**config.mk**
```make
export PLATFORM = sky130hd
export DESIGN_NAME = aw_dep_gate
export DESIGN_NICKNAME = d
export VERILOG_FILES = /design/src/rtl/dep_gate_pkg.sv /design/src/rtl/dg_id_table.sv /design/src/rtl/dg_global.sv /design/src/rtl/aw_dep_gate.sv
export SDC_FILE = /design/constraint.sdc
export NUM_CORES = 1
export LEC_CHECK = 0
export BUFFER_PORTS_ARGS = -buffer_cell sky130_fd_sc_hd__buf_4
export CAP_MARGIN = 40
export CORE_MARGIN = 3
export CORE_UTILIZATION = 60
export DETAILED_ROUTE_END_ITERATION = 8
export PLACE_DENSITY = 0.82
export SYNTH_ARGS = -nofsm -noshare
export SYNTH_HDL_FRONTEND = slang
export SYNTH_SLANG_ARGS = --single-unit
```
**constraint.sdc**
```tcl
create_clock -name clk -period 6.66 [get_ports clk]
set_input_delay 0 -clock clk [delete_from_list [all_inputs] [get_ports clk]]
set_output_delay 0 -clock clk [all_outputs]
set_load 0.02 [all_outputs]
```
**src/rtl/dep_gate_pkg.sv**
```systemverilog
// Package: shared types for the write-address dependency gate.
package dep_gate_pkg;
    // Ordering rule applied to outstanding writes
    typedef enum logic {
        MODE_ONE_TGT = 1'b0,
        MODE_PER_ID  = 1'b1
    } dep_mode_e;
endpackage

```
**src/rtl/dg_id_table.sv**
```systemverilog
// Per-AWID tracker: holds an outstanding count and the bound port for each ID.
// Assumes every response names an ID with a non-zero count.
module dg_id_table #(
    parameter int ID_W   = 4,
    parameter int PORT_W = 2,
    parameter int CNT_W  = 5
) (
    input  logic              clk,
    input  logic              rst_n,
    input  logic              acc,
    input  logic [ID_W-1:0]   acc_id,
    input  logic [PORT_W-1:0] acc_port,
    input  logic              ret,
    input  logic [ID_W-1:0]   ret_id,
    input  logic [ID_W-1:0]   q_id,
    output logic              q_busy,
    output logic [PORT_W-1:0] q_port
);
    localparam int N_ID = 1 << ID_W;

    logic [CNT_W-1:0]  cnt_q  [N_ID];
    logic [PORT_W-1:0] port_q [N_ID];

    for (genvar i = 0; i < N_ID; i++) begin : g_ent
        logic hit_a, hit_r;
        assign hit_a = acc && (acc_id == ID_W'(i));
        assign hit_r = ret && (ret_id == ID_W'(i));

        // Count and port binding for one ID
        always_ff @(posedge clk) begin
            if (!rst_n) begin
                cnt_q[i]  <= '0;
                port_q[i] <= '0;
            end else begin
                if (hit_a && !hit_r)      cnt_q[i] <= cnt_q[i] + 1'b1;
                else if (hit_r && !hit_a) cnt_q[i] <= cnt_q[i] - 1'b1;
                if (hit_a) port_q[i] <= acc_port;
            end
        end
    end

    // Lookup for the queried ID, counting a same-cycle retirement
    always_comb begin
        logic [CNT_W-1:0] eff;
        eff    = cnt_q[q_id] - {{(CNT_W-1){1'b0}}, (ret && (ret_id == q_id))};
        q_busy = (eff != '0);
        q_port = port_q[q_id];
    end
endmodule

```
**src/rtl/dg_global.sv**
```systemverilog
// Global tracker: total outstanding count, port in use, and the mode latch.
// The mode is sampled only while nothing is outstanding.
module dg_global
    import dep_gate_pkg::*;
#(
    parameter int PORT_W    = 2,
    parameter int CNT_W     = 5,
    parameter int OUT_LIMIT = 16
) (
    input  logic              clk,
    input  logic              rst_n,
    input  logic              mode_sel,
    input  logic              acc,
    input  logic [PORT_W-1:0] acc_port,
    input  logic              ret,
    output logic              busy,
    output logic              full,
    output logic [PORT_W-1:0] port,
    output dep_mode_e         mode
);
    logic [CNT_W-1:0]  cnt_q, cnt_eff;
    logic [PORT_W-1:0] port_q;
    dep_mode_e         mode_q;

    // Count after a same-cycle retirement
    assign cnt_eff = cnt_q - {{(CNT_W-1){1'b0}}, ret};
    assign busy    = (cnt_eff != '0);
    assign full    = (cnt_eff == CNT_W'(OUT_LIMIT));
    assign port    = port_q;
    assign mode    = (cnt_q == '0) ? dep_mode_e'(mode_sel) : mode_q;

    // Total count, port in use, and the mode held while writes are outstanding
    always_ff @(posedge clk) begin
        if (!rst_n) begin
            cnt_q  <= '0;
            port_q <= '0;
            mode_q <= MODE_ONE_TGT;
        end else begin
            if (acc && !ret)      cnt_q <= cnt_q + 1'b1;
            else if (ret && !acc) cnt_q <= cnt_q - 1'b1;
            if (acc) port_q <= acc_port;
            if (cnt_q == '0) mode_q <= dep_mode_e'(mode_sel);
        end
    end


    no_overflow_chk: assert property (@(posedge clk) disable iff (!rst_n)
        cnt_q <= CNT_W'(OUT_LIMIT));

    full_stall_chk: assert property (@(posedge clk) disable iff (!rst_n)
        (cnt_q == CNT_W'(OUT_LIMIT) && !ret) |-> !acc);

    same_cycle_hold_chk: assert property (@(posedge clk) disable iff (!rst_n)
        (acc && ret) |=> (cnt_q == $past(cnt_q)));

    one_tgt_port_chk: assert property (@(posedge clk) disable iff (!rst_n)
        (mode_q == MODE_ONE_TGT && cnt_q != '0 && acc && !ret) |-> (acc_port == port_q));
endmodule

```
**src/rtl/aw_dep_gate.sv**
```systemverilog
// Write-address dependency gate: drives AWREADY low when a new write would
// break the selected ordering rule or exceed OUT_LIMIT. Assumes responses
// are only returned for writes that are outstanding.
module aw_dep_gate
    import dep_gate_pkg::*;
#(
    parameter int ID_W      = 4,
    parameter int PORT_W    = 2,
    parameter int OUT_LIMIT = 16
) (
    input  logic              clk,
    input  logic              rst_n,
    input  logic              mode_sel,
    input  logic              aw_valid,
    input  logic [ID_W-1:0]   aw_id,
    input  logic [PORT_W-1:0] aw_port,
    output logic              aw_ready,
    input  logic              b_valid,
    input  logic              b_ready,
    input  logic [ID_W-1:0]   b_id
);
    localparam int CNT_W = $clog2(OUT_LIMIT + 1);

    logic              acc, ret;
    logic              g_busy, g_full, id_busy;
    logic [PORT_W-1:0] g_port, id_port;
    dep_mode_e         mode;
    logic              rule_ok;

    assign ret = b_valid && b_ready;
    assign acc = aw_valid && aw_ready;

    dg_global #(.PORT_W(PORT_W), .CNT_W(CNT_W), .OUT_LIMIT(OUT_LIMIT)) u_glb (
        .clk(clk), .rst_n(rst_n), .mode_sel(mode_sel),
        .acc(acc), .acc_port(aw_port), .ret(ret),
        .busy(g_busy), .full(g_full), .port(g_port), .mode(mode)
    );

    dg_id_table #(.ID_W(ID_W), .PORT_W(PORT_W), .CNT_W(CNT_W)) u_ids (
        .clk(clk), .rst_n(rst_n),
        .acc(acc), .acc_id(aw_id), .acc_port(aw_port),
        .ret(ret), .ret_id(b_id),
        .q_id(aw_id), .q_busy(id_busy), .q_port(id_port)
    );

    // Rule check for the presented write under the active mode
    always_comb begin
        if (mode == MODE_ONE_TGT) rule_ok = !g_busy || (aw_port == g_port);
        else                      rule_ok = !id_busy || (aw_port == id_port);
    end

    assign aw_ready = rule_ok && !g_full;


    per_id_port_chk: assert property (@(posedge clk) disable iff (!rst_n)
        (mode == MODE_PER_ID && acc && id_busy) |-> (aw_port == id_port));
endmodule

```
**Word-level counts from Yosys, hierarchy flattened**

Memories as Yosys holds them, arrays and structs flattened.
Cells that the tools add are included.

- $add $sub $neg: 36
- Multiply operators: 0
- Divide/modulo/power cells: 0
- $lt $le $gt $ge: 0
- Equality and inequality tests: 34
- Shift operators: 0
- Muxes and demuxes: 213
- Bitwise operators: 48
- Reduce and logical (&&, ||, !) cells: 115

Operators with widths:

| cell | number |
|---|---|
| $mux W5 | 34 |
| $mux W1 | 163 |
| $add A5 B1 Y5 const B | 17 |
| $sub A5 B1 Y5 const B | 17 |
| $logic_and A1 B1 Y1 | 70 |
| $eq A4 B4 Y1 const B | 16 |
| $or A1 B1 Y1 | 48 |
| $logic_not A1 Y1 | 37 |
| $eq A4 B3 Y1 const B | 8 |
| $mux W2 | 16 |
| $eq A4 B2 Y1 const B | 4 |
| $reduce_bool A5 Y1 | 2 |
| $sub A5 B1 Y5 | 2 |
| $eq A4 B1 Y1 const B | 2 |
| $logic_not A4 Y1 | 2 |
| $eq A5 B5 Y1 const B | 1 |
| $logic_not A5 Y1 | 1 |
| $eq A2 B2 Y1 | 2 |
| $eq A4 B4 Y1 | 1 |
| $logic_or A1 B1 Y1 | 2 |
| $reduce_bool A2 Y1 | 1 |

- Flip-flop bits (word level): 8
- Bits in latches: 0
- RAM bits: 112
- Bits in read-only memories: 0
- Bits of input ports: 16
- Output and inout port bits: 1
- Memories: 2

Memories:

| name | depth | bits a word | rd ports | clocked after memory_dff | wr ports | RTL line | text |
|---|---|---|---|---|---|---|---|
| u_ids.cnt_q | 16 | 5 | 17 | 0 | 16 | dg_id_table.sv:21 | `logic [CNT_W-1:0] cnt_q [N_ID];` |
| u_ids.port_q | 16 | 2 | 1 | 0 | 16 | dg_id_table.sv:22 | `logic [PORT_W-1:0] port_q [N_ID];` |

**Depth between registers and ports, before layout**

- Word-level depth: 17
- Gate-level depth with buffers: 22
- Depth with buffers taken out: 18

**Hierarchy**

A second synthesis with hierarchy kept.

- Cell total of the unflattened synthesis: 911
- Area total of the unflattened synthesis: 9,022.4 um^2

By module, submodules not included:

| module | times used | cells each | area each (um^2) | seq. area each (um^2) |
|---|---|---|---|---|
| dg_id_table | 1 | 845 | 8,414.3 | 3,363.2 |
| dg_global | 1 | 55 | 526.8 | 160.2 |
| aw_dep_gate | 1 | 11 | 81.3 | 0.0 |

**Worst setup path before layout**

No wires, ideal clock.

- Path type: input port to flip-flop
- Start point: input aw_id[0]
- End point: register u_glb.cnt_q[4]
- Setup time: 0.076 ns
- Arrival time: 4.923 ns
- Slack: 1.662 ns
- Cell stages on the path: 22
- Path buffers: 4
- Cells stage by stage: buf_2 > buf_1 > buf_1 > mux4_2 > mux4_2 > inv_1 > ha_1 > xor2_1 > a22oi_2 > nand4_2 > a2111oi_4 > o21ai_2 > clkinv_1 > clkbuf_1 > ha_1 > inv_1 > ha_1 > a21o_1 > a21oi_1 > xnor2_1 > or3_1 > a21boi_0

- Longest elaborated chain between the ends: 12
- Elaborated cells between the ends (all ways): 17
- Those cells by class: add/sub: 1; eq/ne: 2; mux: 2; reduce/logical: 10; memory: 2

Ends and longest elaborated chain:

| item | RTL line | text |
|---|---|---|
| start: declaration | aw_dep_gate.sv:15 | `input logic [ID_W-1:0] aw_id,` |
| branches (longest 5 deep; another with $mem_v2 Z16 W5) | -- |  |
| $logic_or A1 B1 Y1 * | aw_dep_gate.sv:49 | `else rule_ok = !id_busy \|\| (aw_port == id_port);` |
| $mux W1 * | aw_dep_gate.sv:48 | `if (mode == MODE_ONE_TGT) rule_ok = !g_busy \|\| (aw_port == g_port);` |
| $logic_and A1 B1 Y1 * | aw_dep_gate.sv:52 | `assign aw_ready = rule_ok && !g_full;` |
| $logic_and A1 B1 Y1 * | aw_dep_gate.sv:31 | `assign acc = aw_valid && aw_ready;` |
| via acc | aw_dep_gate.sv:24 | `logic acc, ret;` |
| $logic_not A1 Y1 | dg_global.sv:40 | `else if (ret && !acc) cnt_q <= cnt_q - 1'b1;` |
| $logic_and A1 B1 Y1 | dg_global.sv:40 |  |
| $reduce_bool A2 Y1 (no line) | -- |  |
| end signal: assignment | dg_global.sv:39 | `if (acc && !ret) cnt_q <= cnt_q + 1'b1;` |
| end signal: assignment | dg_global.sv:40 |  |
| end: declaration | dg_global.sv:21 | `logic [CNT_W-1:0] cnt_q, cnt_eff;` |

Mark *: on every way through the listed nets, which the timed path passes.
A chain may end at the register's enable or synchronous reset.

==> results.cfg <==
[global_route]
grt_pass1_vias = 7254
grt.total_usage = 0.285
grt_max_degree = 78
grt_pass1_wl_um = 37200
antenna_found_initial = 0
grt_overflow_total = 0

[layout]
layout_common_cells = 112 x edfxtp_1, 101 x nor2_1, 98 x nand2_1, 63 x inv_1, 53 x nand3_1
seqCellArea_um2 = 3520
multi_input_area_um2 = 5000
drive_gt1_frac = 0.0902
antennaDiodeCount = 0
fill_cells = 1140
fin_cells = 1148
areaGrowthSynthToFinish_pct = 8.90
final_common_cell = edfxtp_1
num-nets-final = 1008

[timing]
fin_crit_ns = 4.85
setup_viol = 0
tightest_slew_ns = 0.862
tns_ns = 0
relSlewSlack = 0.424
timing.fmax_mhz = 206
grt_setup_unrepaired = false
hold_viol = 0
report.final.slew_viol_count = 0
period_share = 0.728
skew_ns = 0.0116

[setup_path]
arrival_ns = 5.12
crit_buf_inv = 2
slowest_stage = mux4_2
r2r_start = u_ids.cnt_q[3][0]
critical_path.cell_chain = mux4_2 -> mux4_2 -> inv_1 -> ha_1 -> xor2_1 -> a22oi_2 -> nand4_2 -> a2111oi_4 -> o2111ai_1 -> nand3_1 -> inv_1 -> ha_1 -> a21o_1 -> a21oi_1 -> xor2_1 -> or3_1 -> a21boi_0
critical_path.top_delay_family = compound AO/OA/AOI/OAI gates
max_stage_delay_ns = 0.57
start_kind = register
crit_required_ns = 6.93
path_class = register to register
crit_fanout = 8
crit_start = u_ids.cnt_q[3][0]
worstSetupEndpointType = register

[floorplan]
die_w_um = 128
die_h_um = 128
die_area_um2 = 16500
coreArea_um2 = 14600
start_util = 0.616
boundaryPins = 17
num_rows = 44

[synthesis]
synth.area.mux_share = 0.0598
syn_area_um2 = 8980
synth-edff-count = 112
netlist-cell-type-count = 77
syn_inst = 960
async_reset_ff_frac = 0
synth-main-ff-cell = edfxtp_1
synthTopCellsByArea = edfxtp_1 37%, ha_1 5.4%, nor2_1 4.2%
yosys.area.top_type_share = 0.374
synth-compound-area-share = 0.185
synthAdderAreaFrac = 0.0588
seq_area_frac_synth = 0.392
synth_area_per_cell_um2 = 9.36
synth-xor-area-share = 0.0410
synth_top_family_by_area = simple AND/OR/NAND/NOR gates
synthSimpleGateAreaFrac = 0.212
yosys_warnings = 0
yosysTopAreaCell = edfxtp_1
syn_nets = 1017
synth_seq_cells = 120

[clock_tree]
clock-sinks = 120
cts_root_buffer = clkbuf_16
clk_latency_ns = 0.43
post_cts_resized = 0
clk_pin_slew_ns = 0.06
htreeDepth = 4
cts_tree = yes
ctsLongestPathBuffers = 2
ctsHoldBuffers = 2
post_cts_buffers = 0
numCtsBuffers = 17

[power]
ir_drop_mv = 0.182
p_per_area_nw_per_um2 = 268
total_leakage_power_nw = 3.58

[placed_design]
place_inst = 1114
numPortBuffers = 16
post-dp-hpwl_um = 16000
place.gp.congestion = 0.951

[drt]
wl_per_cell_um = 20.0
ant_nets = 0
wirelength_um = 23000
viasPerCell = 6.76
drt_iter0_markers = 885
drt-pass1-iter-count = 6
drc = 0
routed-via-count = 7760

[worst_hold_path]
hp-start = mode_sel
hold_path.class = input port to register

[status]
status = complete, no violations

[job]
maxCapViolCount = 0
-- kinds of logic (layout without fill, tap and decap cells) --
kind of cell             Yosys count  count (layout)
XOR/XNOR                          42              42
flip-flops                       120             120
AND/OR/NAND/NOR                  387             387
buffers and inverters            113             117
adder cells (fa/ha/maj)           41              41
AO/OA/AOI/OAI                    218             218
multiplexers                      39              39
-- path summary, 6_finish.rpt --
path                       endpoint  slack, ns  cells past startpoint
setup / recovery  u_ids.cnt_q[8][4]       1.81                     17
hold / removal         u_glb.mode_q       0.08                      4
setup reg to reg  u_ids.cnt_q[8][4]       1.81                     17
hold reg to reg       u_glb.port[1]       0.50                      2
-- metal layers --
layer  vias to the layer above  wire (µm)  track usage
li1                       3601          -            -
met1                      3694       9470        0.394
met2                       399      10700        0.447
met3                        66       2200       0.0610
met4                         0        636        0.105
met5                         -          0            0
-- through the flow --
stage,util,power [mW],instance area [µm²],hold slack [ns],worst slack (ns)
floorplan,-,1.49,8980,0.332,1.66
global placement,0.627,1.64,9140,0.356,2.08
detailed placement,0.627,1.66,9140,0.358,1.93
CTS,0.670,2.60,9780,0.0730,1.88
global route,0.670,2.73,9780,0.138,1.54
finish,0.670,2.62,9780,0.0800,1.81
-- tightest hold or removal path: stages --
cell     delay, ns
buf_4         0.08
nand3_1       0.12
nand2_1       0.15
and2_1        0.13
-- cells in the mapped netlist, types with 23 or more instances --
library cell / count
edfxtp_1: 112
nor2_1: 101
nand2_1: 98
inv_1: 63
nand3_1: 53
ha_1: 39
clkbuf_1: 32
nor3_1: 30
a21oi_1: 27
xor2_1: 24
a31oi_1: 23
-- flip-flops by register name, summed over array words and instances (netlist names) --
name,cells
u_glb.port,2
u_ids.port_q,32
u_glb.mode_q,1
u_glb.cnt_q,5
u_ids.cnt_q,80
-- area by class of cell --
class / instances / area share
Inverter: 64 / 0.0246
Multi-Input combinational cell: 727 / 0.512
Timing Repair Buffer: 21 / 0.0166
Clock inverter: 7 / 0.00512
Sequential cell: 120 / 0.360
Clock buffer: 25 / 0.0583
Tap cell: 184 / 0.0235
-- power breakdown --
| part | switching (mW) | internal, mW | total [mW] |
|---|---|---|---|
| clock | 0.355 | 0.595 | 0.949 |
| combinational | 0.433 | 0.253 | 0.686 |
| sequential | 0.0778 | 0.904 | 0.982 |
| total | 0.865 | 1.75 | 2.62 |
Power figures use the tool's default switching activity.
